==> config.mk <==
export PLATFORM = sky130hd
export DESIGN_NAME = irq_ack_seq
export DESIGN_NICKNAME = d
export VERILOG_FILES = /design/src/rtl/irq_ack_pkg.sv /design/src/rtl/irq_accept_gate.sv /design/src/rtl/irq_bus_monitor.sv /design/src/rtl/irq_vec_resolver.sv /design/src/rtl/irq_ack_seq.sv
export SDC_FILE = /design/constraint.sdc
export NUM_CORES = 1
export LEC_CHECK = 0
export ABC_AREA = 0
export BUFFER_PORTS_ARGS = -buffer_cell sky130_fd_sc_hd__buf_4
export CAP_MARGIN = 40
export CORE_AREA = 4 4 97 108
export CTS_BUF_LIST = sky130_fd_sc_hd__clkbuf_8
export DETAILED_ROUTE_END_ITERATION = 7
export DIE_AREA = 0 0 101 112
export SETUP_SLACK_MARGIN = 0.1
export SYNTH_ARGS = -nofsm -noshare
export SYNTH_HDL_FRONTEND = slang
export SYNTH_HIERARCHICAL = 1
export SYNTH_SLANG_ARGS = --single-unit
==> constraint.sdc <==
create_clock -name clk -period 4.3 [get_ports clk]
set_input_delay 0 -clock clk [delete_from_list [all_inputs] [get_ports clk]]
set_output_delay 0 -clock clk [all_outputs]
set_load 0.005 [all_outputs]
==> src/rtl/irq_ack_pkg.sv <==
package irq_ack_pkg;
  localparam int LVL_W     = 3;
  localparam int BUS_AW    = 24;
  localparam int VEC_W     = 8;
  localparam int SPUR_VEC  = 24;
  localparam int AUTO_BASE = 24;

  typedef enum logic [1:0] {
    SRC_SUPPLIED = 2'd0,
    SRC_AUTO     = 2'd1,
    SRC_SPUR     = 2'd2
  } vec_src_e;

  typedef enum logic [1:0] {
    ST_IDLE  = 2'd0,
    ST_CYCLE = 2'd1,
    ST_DONE  = 2'd2
  } seq_state_e;

  function automatic logic [BUS_AW-1:0] ack_address(input logic [LVL_W-1:0] lvl);
    ack_address = {{(BUS_AW-LVL_W-1){1'b1}}, lvl, 1'b1};
  endfunction
endpackage

==> src/rtl/irq_accept_gate.sv <==
module irq_accept_gate #(
  parameter int LVL_W = 3
) (
  input  logic [LVL_W-1:0] level_i,
  input  logic [LVL_W-1:0] mask_i,
  output logic             accept_o
);
  localparam logic [LVL_W-1:0] TOP_LVL = '1;

  logic nonzero;
  logic above;
  logic is_top;

  always_comb begin
    nonzero  = (level_i != '0);
    above    = (level_i > mask_i);
    is_top   = (level_i == TOP_LVL);
    accept_o = nonzero && (above || is_top);
  end
endmodule

==> src/rtl/irq_bus_monitor.sv <==
module irq_bus_monitor #(
  parameter int TIMEOUT = 64
) (
  input  logic clk,
  input  logic rst,
  input  logic run_i,
  output logic expired_o
);
  localparam int CNT_W = (TIMEOUT < 2) ? 1 : $clog2(TIMEOUT);
  localparam logic [CNT_W-1:0] LAST = CNT_W'(TIMEOUT - 1);

  logic [CNT_W-1:0] cnt;

  always_ff @(posedge clk) begin
    if (rst || !run_i) begin
      cnt <= '0;
    end else if (cnt != LAST) begin
      cnt <= cnt + 1'b1;
    end
  end

  always_comb expired_o = run_i && (cnt == LAST);

  AST_MON_BOUND: assert property (@(posedge clk) disable iff (rst)
    run_i |-> (cnt <= LAST));
  AST_MON_SINGLE_FIRE: assert property (@(posedge clk) disable iff (rst)
    expired_o |=> !expired_o);
endmodule

==> src/rtl/irq_vec_resolver.sv <==
module irq_vec_resolver
  import irq_ack_pkg::*;
#(
  parameter int ADDR_W = 32
) (
  input  logic [LVL_W-1:0]  level_i,
  input  vec_src_e          kind_i,
  input  logic [VEC_W-1:0]  data_i,
  input  logic [ADDR_W-1:0] base_i,
  output logic [VEC_W-1:0]  vec_o,
  output logic [ADDR_W-1:0] vaddr_o
);
  localparam logic [VEC_W-1:0] SPUR_V = VEC_W'(SPUR_VEC);
  localparam logic [VEC_W-1:0] AUTO_B = VEC_W'(AUTO_BASE);

  logic [ADDR_W-1:0] offset;

  always_comb begin
    unique case (kind_i)
      SRC_SUPPLIED: vec_o = data_i;
      SRC_AUTO:     vec_o = AUTO_B + VEC_W'(level_i);
      default:      vec_o = SPUR_V;
    endcase
    offset  = ADDR_W'(vec_o) << 2;
    vaddr_o = base_i + offset;
  end
endmodule

==> src/rtl/irq_ack_seq.sv <==
module irq_ack_seq
  import irq_ack_pkg::*;
#(
  parameter int TIMEOUT = 64,
  parameter int ADDR_W  = 32
) (
  input  logic              clk,
  input  logic              rst,
  input  logic [2:0]        req_level,
  input  logic [2:0]        cur_mask,
  input  logic [ADDR_W-1:0] vbr,
  input  logic              dsack_i,
  input  logic              avec_i,
  input  logic              berr_i,
  input  logic [7:0]        data_i,
  output logic              as_o,
  output logic [23:0]       addr_o,
  output logic              busy_o,
  output logic              done_o,
  output logic [7:0]        vec_num_o,
  output logic [ADDR_W-1:0] vec_addr_o,
  output logic [1:0]        src_o,
  output logic              timeout_o,
  output logic [2:0]        new_mask_o
);
  seq_state_e        state;
  logic [LVL_W-1:0]  lvl_q;
  logic              accept;
  logic              expired;
  logic              term;
  vec_src_e          kind;
  logic [VEC_W-1:0]  res_vec;
  logic [ADDR_W-1:0] res_addr;

  irq_accept_gate #(.LVL_W(LVL_W)) gate_i (
    .level_i (req_level),
    .mask_i  (cur_mask),
    .accept_o(accept)
  );

  irq_bus_monitor #(.TIMEOUT(TIMEOUT)) mon_i (
    .clk      (clk),
    .rst      (rst),
    .run_i    (state == ST_CYCLE),
    .expired_o(expired)
  );

  // bus error (external or monitor) outranks autovector, which outranks data
  always_comb begin
    term = berr_i || expired || avec_i || dsack_i;
    if (berr_i || expired) kind = SRC_SPUR;
    else if (avec_i)       kind = SRC_AUTO;
    else                   kind = SRC_SUPPLIED;
  end

  irq_vec_resolver #(.ADDR_W(ADDR_W)) res_i (
    .level_i(lvl_q),
    .kind_i (kind),
    .data_i (data_i),
    .base_i (vbr),
    .vec_o  (res_vec),
    .vaddr_o(res_addr)
  );

  always_ff @(posedge clk) begin
    if (rst) begin
      state      <= ST_IDLE;
      lvl_q      <= '0;
      as_o       <= 1'b0;
      addr_o     <= '0;
      done_o     <= 1'b0;
      vec_num_o  <= '0;
      vec_addr_o <= '0;
      src_o      <= 2'd0;
      timeout_o  <= 1'b0;
      new_mask_o <= '0;
    end else begin
      unique case (state)
        ST_IDLE: begin
          done_o <= 1'b0;
          if (accept) begin
            lvl_q  <= req_level;
            addr_o <= ack_address(req_level);
            as_o   <= 1'b1;
            state  <= ST_CYCLE;
          end
        end
        ST_CYCLE: begin
          if (term) begin
            as_o       <= 1'b0;
            done_o     <= 1'b1;
            vec_num_o  <= res_vec;
            vec_addr_o <= res_addr;
            src_o      <= kind;
            timeout_o  <= expired && !berr_i;
            new_mask_o <= lvl_q;
            state      <= ST_DONE;
          end
        end
        default: begin
          done_o <= 1'b0;
          state  <= ST_IDLE;
        end
      endcase
    end
  end

  always_comb busy_o = (state != ST_IDLE);

  AST_ACCEPT_RULE: assert property (@(posedge clk) disable iff (rst)
    $rose(as_o) |-> (addr_o[3:1] == $past(req_level)) &&
      (($past(req_level) > $past(cur_mask)) || ($past(req_level) == 3'd7)));
  AST_ADDR_FORM: assert property (@(posedge clk) disable iff (rst)
    as_o |-> (addr_o[23:4] == 20'hFFFFF) && addr_o[0]);
  AST_ADDR_STABLE: assert property (@(posedge clk) disable iff (rst)
    (as_o && $past(as_o)) |-> $stable(addr_o));
  AST_DONE_PULSE: assert property (@(posedge clk) disable iff (rst)
    done_o |=> !done_o);
  AST_DONE_AFTER_STROBE: assert property (@(posedge clk) disable iff (rst)
    done_o |-> (!as_o && $past(as_o)));
  AST_MASK_IS_LEVEL: assert property (@(posedge clk) disable iff (rst)
    done_o |-> (new_mask_o == $past(addr_o[3:1])));
  AST_SPUR_VECTOR: assert property (@(posedge clk) disable iff (rst)
    (done_o && (src_o == 2'd2)) |-> (vec_num_o == 8'd24));
endmodule

* Yosys cells after proc, flatten, opt, wreduce, memory -nomap -nowiden *
Cells that the tools add are included.

storage, ports and cells
  register bits = 64
  latch bits = 0
  memory bits (writable) = 0
  ROM bits = 0
  output and inout bits = 73
  memories = 0

cells by class
  $add $sub $neg = 3
  $mul = 0
  divide/modulo/power cells = 0
  magnitude comparators = 1
  equal/unequal tests = 7
  shifts and indexed selects = 0
  mux-type cells = 9
  bitwise gates (word level) = 1
  reductions and logical operators = 20

operator list
  operator             number
  $add 32x10->32       1
  $pmux 8 s2           1
  $add 5x3->6 const A  1
  $add 6x1->6 const B  1
  $eq 6x6->1 const B   1
  $mux 2               3
  $ne 6x6->1 const B   1
  $reduce_and 2->1     3
  $logic_or 1x1->1     5
  $eq 2x1->1 const B   2
  $logic_not 2->1      2
  $ne 2x2->1 const B   2
  $pmux 2 s2           1
  $reduce_bool 2->1    2
  $eq 3x3->1 const B   1
  $gt 3x3->1           1
  $logic_and 1x1->1    3
  $mux 1               3
  $reduce_and 3->1     1
  $reduce_bool 3->1    1
  $logic_not 1->1      2
  $pmux 1 s2           1
  $reduce_or 2->1      1
  $not 1->1            1

* Logic depth before layout (Yosys ltp) *
  word-level depth = 7
  depth in mapped cells = 18
  depth with buffers taken out = 16

* Modules after synthesis *
The synthesis kept the hierarchy.

modules (own cells, without submodules)
  module            instances  cells each  area an instance (um^2)  seq. area each (um^2)
  irq_ack_seq       1          264         2341.0                   1081.0
  irq_vec_resolver  1          126         945.9                    0.0
  irq_bus_monitor   1          30          280.3                    120.1
  irq_accept_gate   1          14          100.1                    0.0

* Least setup slack after synthesis *
Ideal clock, no wire load.

  kind = register -> register
  start point = reg mon_i.cnt[0]
  end point = reg vec_addr_o[22]
  setup time = 0.070 ns
  arrival = 3.508 ns
  required time = 4.230 ns
  setup slack = 0.721 ns
  cell stages (with the launch flop) = 18
  period minus slack after synthesis = 3.579 ns
  cell sequence = dfxtp_1 > ha_1 > and4_4 > and3_1 > nor3b_1 > clkbuf_1 > mux2i_1 > nor2_1 > ha_1 > inv_1 > fa_1 > nand2b_1 > a21oi_1 > o21bai_2 > nor4_1 > xor2_1 > nand3_2 > a21oi_1

between the ends
  longest elaborated chain between the ends = 7
  elaborated cells on any way between the ends = 11

ends and longest elaborated chain
  item                                           RTL line                RTL
  start: declaration                             irq_bus_monitor.sv:12   logic [CNT_W-1:0] cnt;
  start signal: assignment                       irq_bus_monitor.sv:18   cnt <= cnt + 1'b1;
  $eq 6x6->1 *                                   irq_bus_monitor.sv:22   always_comb expired_o = run_i && (cnt == LAST);
  $logic_and 1x1->1 *                            irq_bus_monitor.sv:22
  named net expired                              irq_ack_seq.sv:29       logic expired;
  $logic_or 1x1->1 *                             irq_ack_seq.sv:51       if (berr_i || expired) kind = SRC_SPUR;
  $mux 2 *                                       irq_ack_seq.sv:51
  named net kind[0]                              irq_ack_seq.sv:31       vec_src_e kind;
  $eq 2x1->1 or $logic_not 2->1 (tied branches)  irq_vec_resolver.sv:19  unique case (kind_i)
  $pmux 8 s2 *                                   irq_vec_resolver.sv:19
  named net res_vec[0]                           irq_ack_seq.sv:32       logic [VEC_W-1:0] res_vec;
  $add 32x10->32 *                               irq_vec_resolver.sv:25  vaddr_o = base_i + offset;
  named net res_addr[22]                         irq_ack_seq.sv:33       logic [ADDR_W-1:0] res_addr;
  end signal: assignment                         irq_ack_seq.sv:93       vec_addr_o <= res_addr;
  end: declaration                               irq_ack_seq.sv:21       output logic [ADDR_W-1:0] vec_addr_o,

Mark *: on every way through the listed nets, which the timed path passes. The rest lies on a longest branch.
A chain may end at the register's enable or synchronous reset.

* Worst setup path in the final report *
Same ends and word-level chain as after synthesis.

==> reports/metrics.cfg <==
[run_status]
outcome=complete, no violations

[layout]
fin_area_sq_mm=0.00491
multi_input_area_sq_mm=0.00211
fillers=882
antenna_cells=0
area_growth_syn_to_layout_pct=34.0
regArea_sq_mm=0.00120
drive_gt1_share_pct=34.2
final_nets=612
stdcell_count=670

[worst_setup_path]
crit_arrival_ns=4.18
crit_fanout=10
worstSetupEndpointType=flip-flop
reg2reg_from=mon_i/cnt[0]
critPathLaunchType=flip-flop
critPathLaunch=mon_i/cnt[0]
path_class=reg2reg
worstPathRequired_ns=4.57

[synth]
synth.area.top_cells=dfxtp_1, a21oi_1, o21ai_0
async_reset_ff_share_pct=0
avgSynthCellArea_sq_um=8.45
synth-seq-cells=60
ys_warn_count=6
yosysMostFrequentCell=dfxtp_1
synth_top_area_share_pct=32.8
netlist_top_cells_count=dfxtp_1, a21oi_1, o21ai_0
synth_nets=498
synth_cells=434
syn-cell-area_sq_mm=0.00367
synth_edf_count=0
ys_seq_area_share_pct=32.8
synth.distinct_cells=51
ys.flop_type=dfxtp_1
synth_area_leader_cell=dfxtp_1

[timing]
final_hold_viol_count=0
max_freq_ghz=0.256
tightest_slew_ns=0.664
setup_ws_ns=0.395
slew_headroom_pct=55.4
finalMaxSlewViolations=0
rsz0062_at_grt=false
period_share_pct=90.8
clock_skew_ns=0.00919
period_needed_ns=3.90
fin_setup_tns_ns=0
setup_violations=0

[floorplan]
initial_utilization_pct=39.4
die_y_microns=112
rows=37
die-area_sq_mm=0.0113
fp.dieW_microns=101
core_sq_mm=0.00931
io_pins=124

[power_and_ir_drop]
power_switching_mw=0.463
intPower_mw=1.07
p_seq_share_pct=41.2
sw_frac_of_total_pct=30.2
ir_worst_vdd_uv=131
comb_power_share_pct=27.3
clockPowerShare_pct=31.5
power_density_mw_per_mm2=311
p_leak_nw=2.01

[clocking]
clkTransAtPathRegs_ns=0.07
ctsRootBufferMaster=clkbuf_8
cts_buffer_depth=2
htreeDepth=3
post_cts_buffers=0
cts_tree=yes
clock_sinks=60
clock_latency_ns=0.34
cts_buffers=9

[routing]
vias=3597
drtPass1Iterations=4
post-route-drc-count=0
viasPerCell=5.37
totalWireLength_mm=10.4
antenna_left=0
wire_per_inst_microns=15.6
drtIter0Drc=139

[global_routing]
grt_pass1_wl_mm=16.8
track_usage_pct=18.5
first_global_vias=3508
grt_overflow_total=0
antenna_found_initial=0
grt_max_degree=56

[min_path]
hold_start=berr_i
hp-class=in2reg

[placed_design]
preCtsSetupSlack_ns=0.403
placed_cells=629
portBuffers=123
place_area_sq_mm=0.00447
dp_hpwl_mm=7.50
gp_congestion=0.897

[flow_run]
drv_cap=0

state kept, by name, summed over array words and instances (netlist names):
signal / count
timeout_o: 1
addr_o: 4
done_o: 1
mon_i/cnt: 6
as_o: 1
src_o: 2
state: 2
vec_num_o: 8
new_mask_o: 3
vec_addr_o: 32
path summary, 6_finish.rpt:
kind,endpoint,slack [ns],cells after the start
worst max-delay path,vec_addr_o[22],0.40,17
worst min-delay path,timeout_o,0.01,3
worst max register to register,vec_addr_o[22],0.40,17
worst min register to register,vec_addr_o[21],0.47,2
power by group through the flow:
| stage | Sequential, mW | Combinational, mW | Clock [mW] |
|---|---|---|---|
| final | 0.630 | 0.418 | 0.483 |
| after global routing | 0.637 | 0.459 | 0.521 |
| after detailed placement | 0.642 | 0.401 | 0 |
| after CTS | 0.630 | 0.420 | 0.495 |
| after floorplan | 0.638 | 0.249 | 0 |
| after global placement | 0.641 | 0.395 | 0 |
critical path, stage by stage (launching register included):
cell and delay, ns:
dfxtp_1 0.34, ha_1 0.28, and4_4 0.24, and3_2 0.27, nor3b_1 0.21, buf_4 0.19
mux2i_1 0.08, nor2_1 0.16, ha_1 0.22, inv_1 0.07, fa_1 0.39, nand2b_1 0.18
a21oi_1 0.34, o21bai_4 0.20, nor4_1 0.27, xor2_1 0.20, nand3_2 0.07, a21oi_1 0.14
routing by layer:
| layer | GRT usage [%] | part of all wire (%) |
|---|---|---|
| met1 | 22.2 | 42 |
| met2 | 30.2 | 47 |
| met3 | 5.76 | 8.4 |
| met4 | 7.71 | 2.4 |
| met5 | 0 | 0 |
through the flow:
step | hold slack, ns | power (mW) | utilization (%)
2_1_floorplan | 0.147 | 0.887 | -
3_3_place_gp | 0.272 | 1.04 | 47.8
3_5_place_dp | 0.273 | 1.04 | 48.0
4_1_cts | 0.0114 | 1.54 | 52.7
5_1_grt | 0.0207 | 1.62 | 52.8
6_report | 0.0139 | 1.53 | 52.8
logic make-up after synthesis:
family          Yosys count  synth area share (%)
compound gates          130                  19.6
xor+xnor                 30                  7.16
fa+ha+maj                13                  4.64
buf+inv                  63                  10.3
flops                    60                  32.8
mux                       6                  1.64
simple gates            132                  23.9
repair_timing:
item / in CTS / in global routing
setup endpoints to repair: 0 / 6
hold buffers: 25 / 0
resized for setup: 0 / 2
hold endpoints to repair: 25 / 0
cell type report:
type / instances / share of cell area (%)
Inverter: 13 / 0.993
Clock buffer: 9 / 2.52
Sequential cell: 60 / 24.4
Timing Repair Buffer: 153 / 24.9
Tap cell: 117 / 2.98
Multi-Input combinational cell: 311 / 42.9
Clock inverter: 7 / 1.22
layout by cell type, fill, tap and decap left out, types with 9 or more instances in the layout:
cell type,n
xnor2_1,10
nand3_2,22
buf_4,127
xor2_1,20
o21ai_0,47
nand3_1,26
nor2_1,16
clkbuf_8,9
dfxtp_1,60
nor3_1,11
a21oi_1,59
ha_1,12
inv_1,14
nand2_1,13
dlygate4sd3_1,25
(Power assumes the default switching activity.)
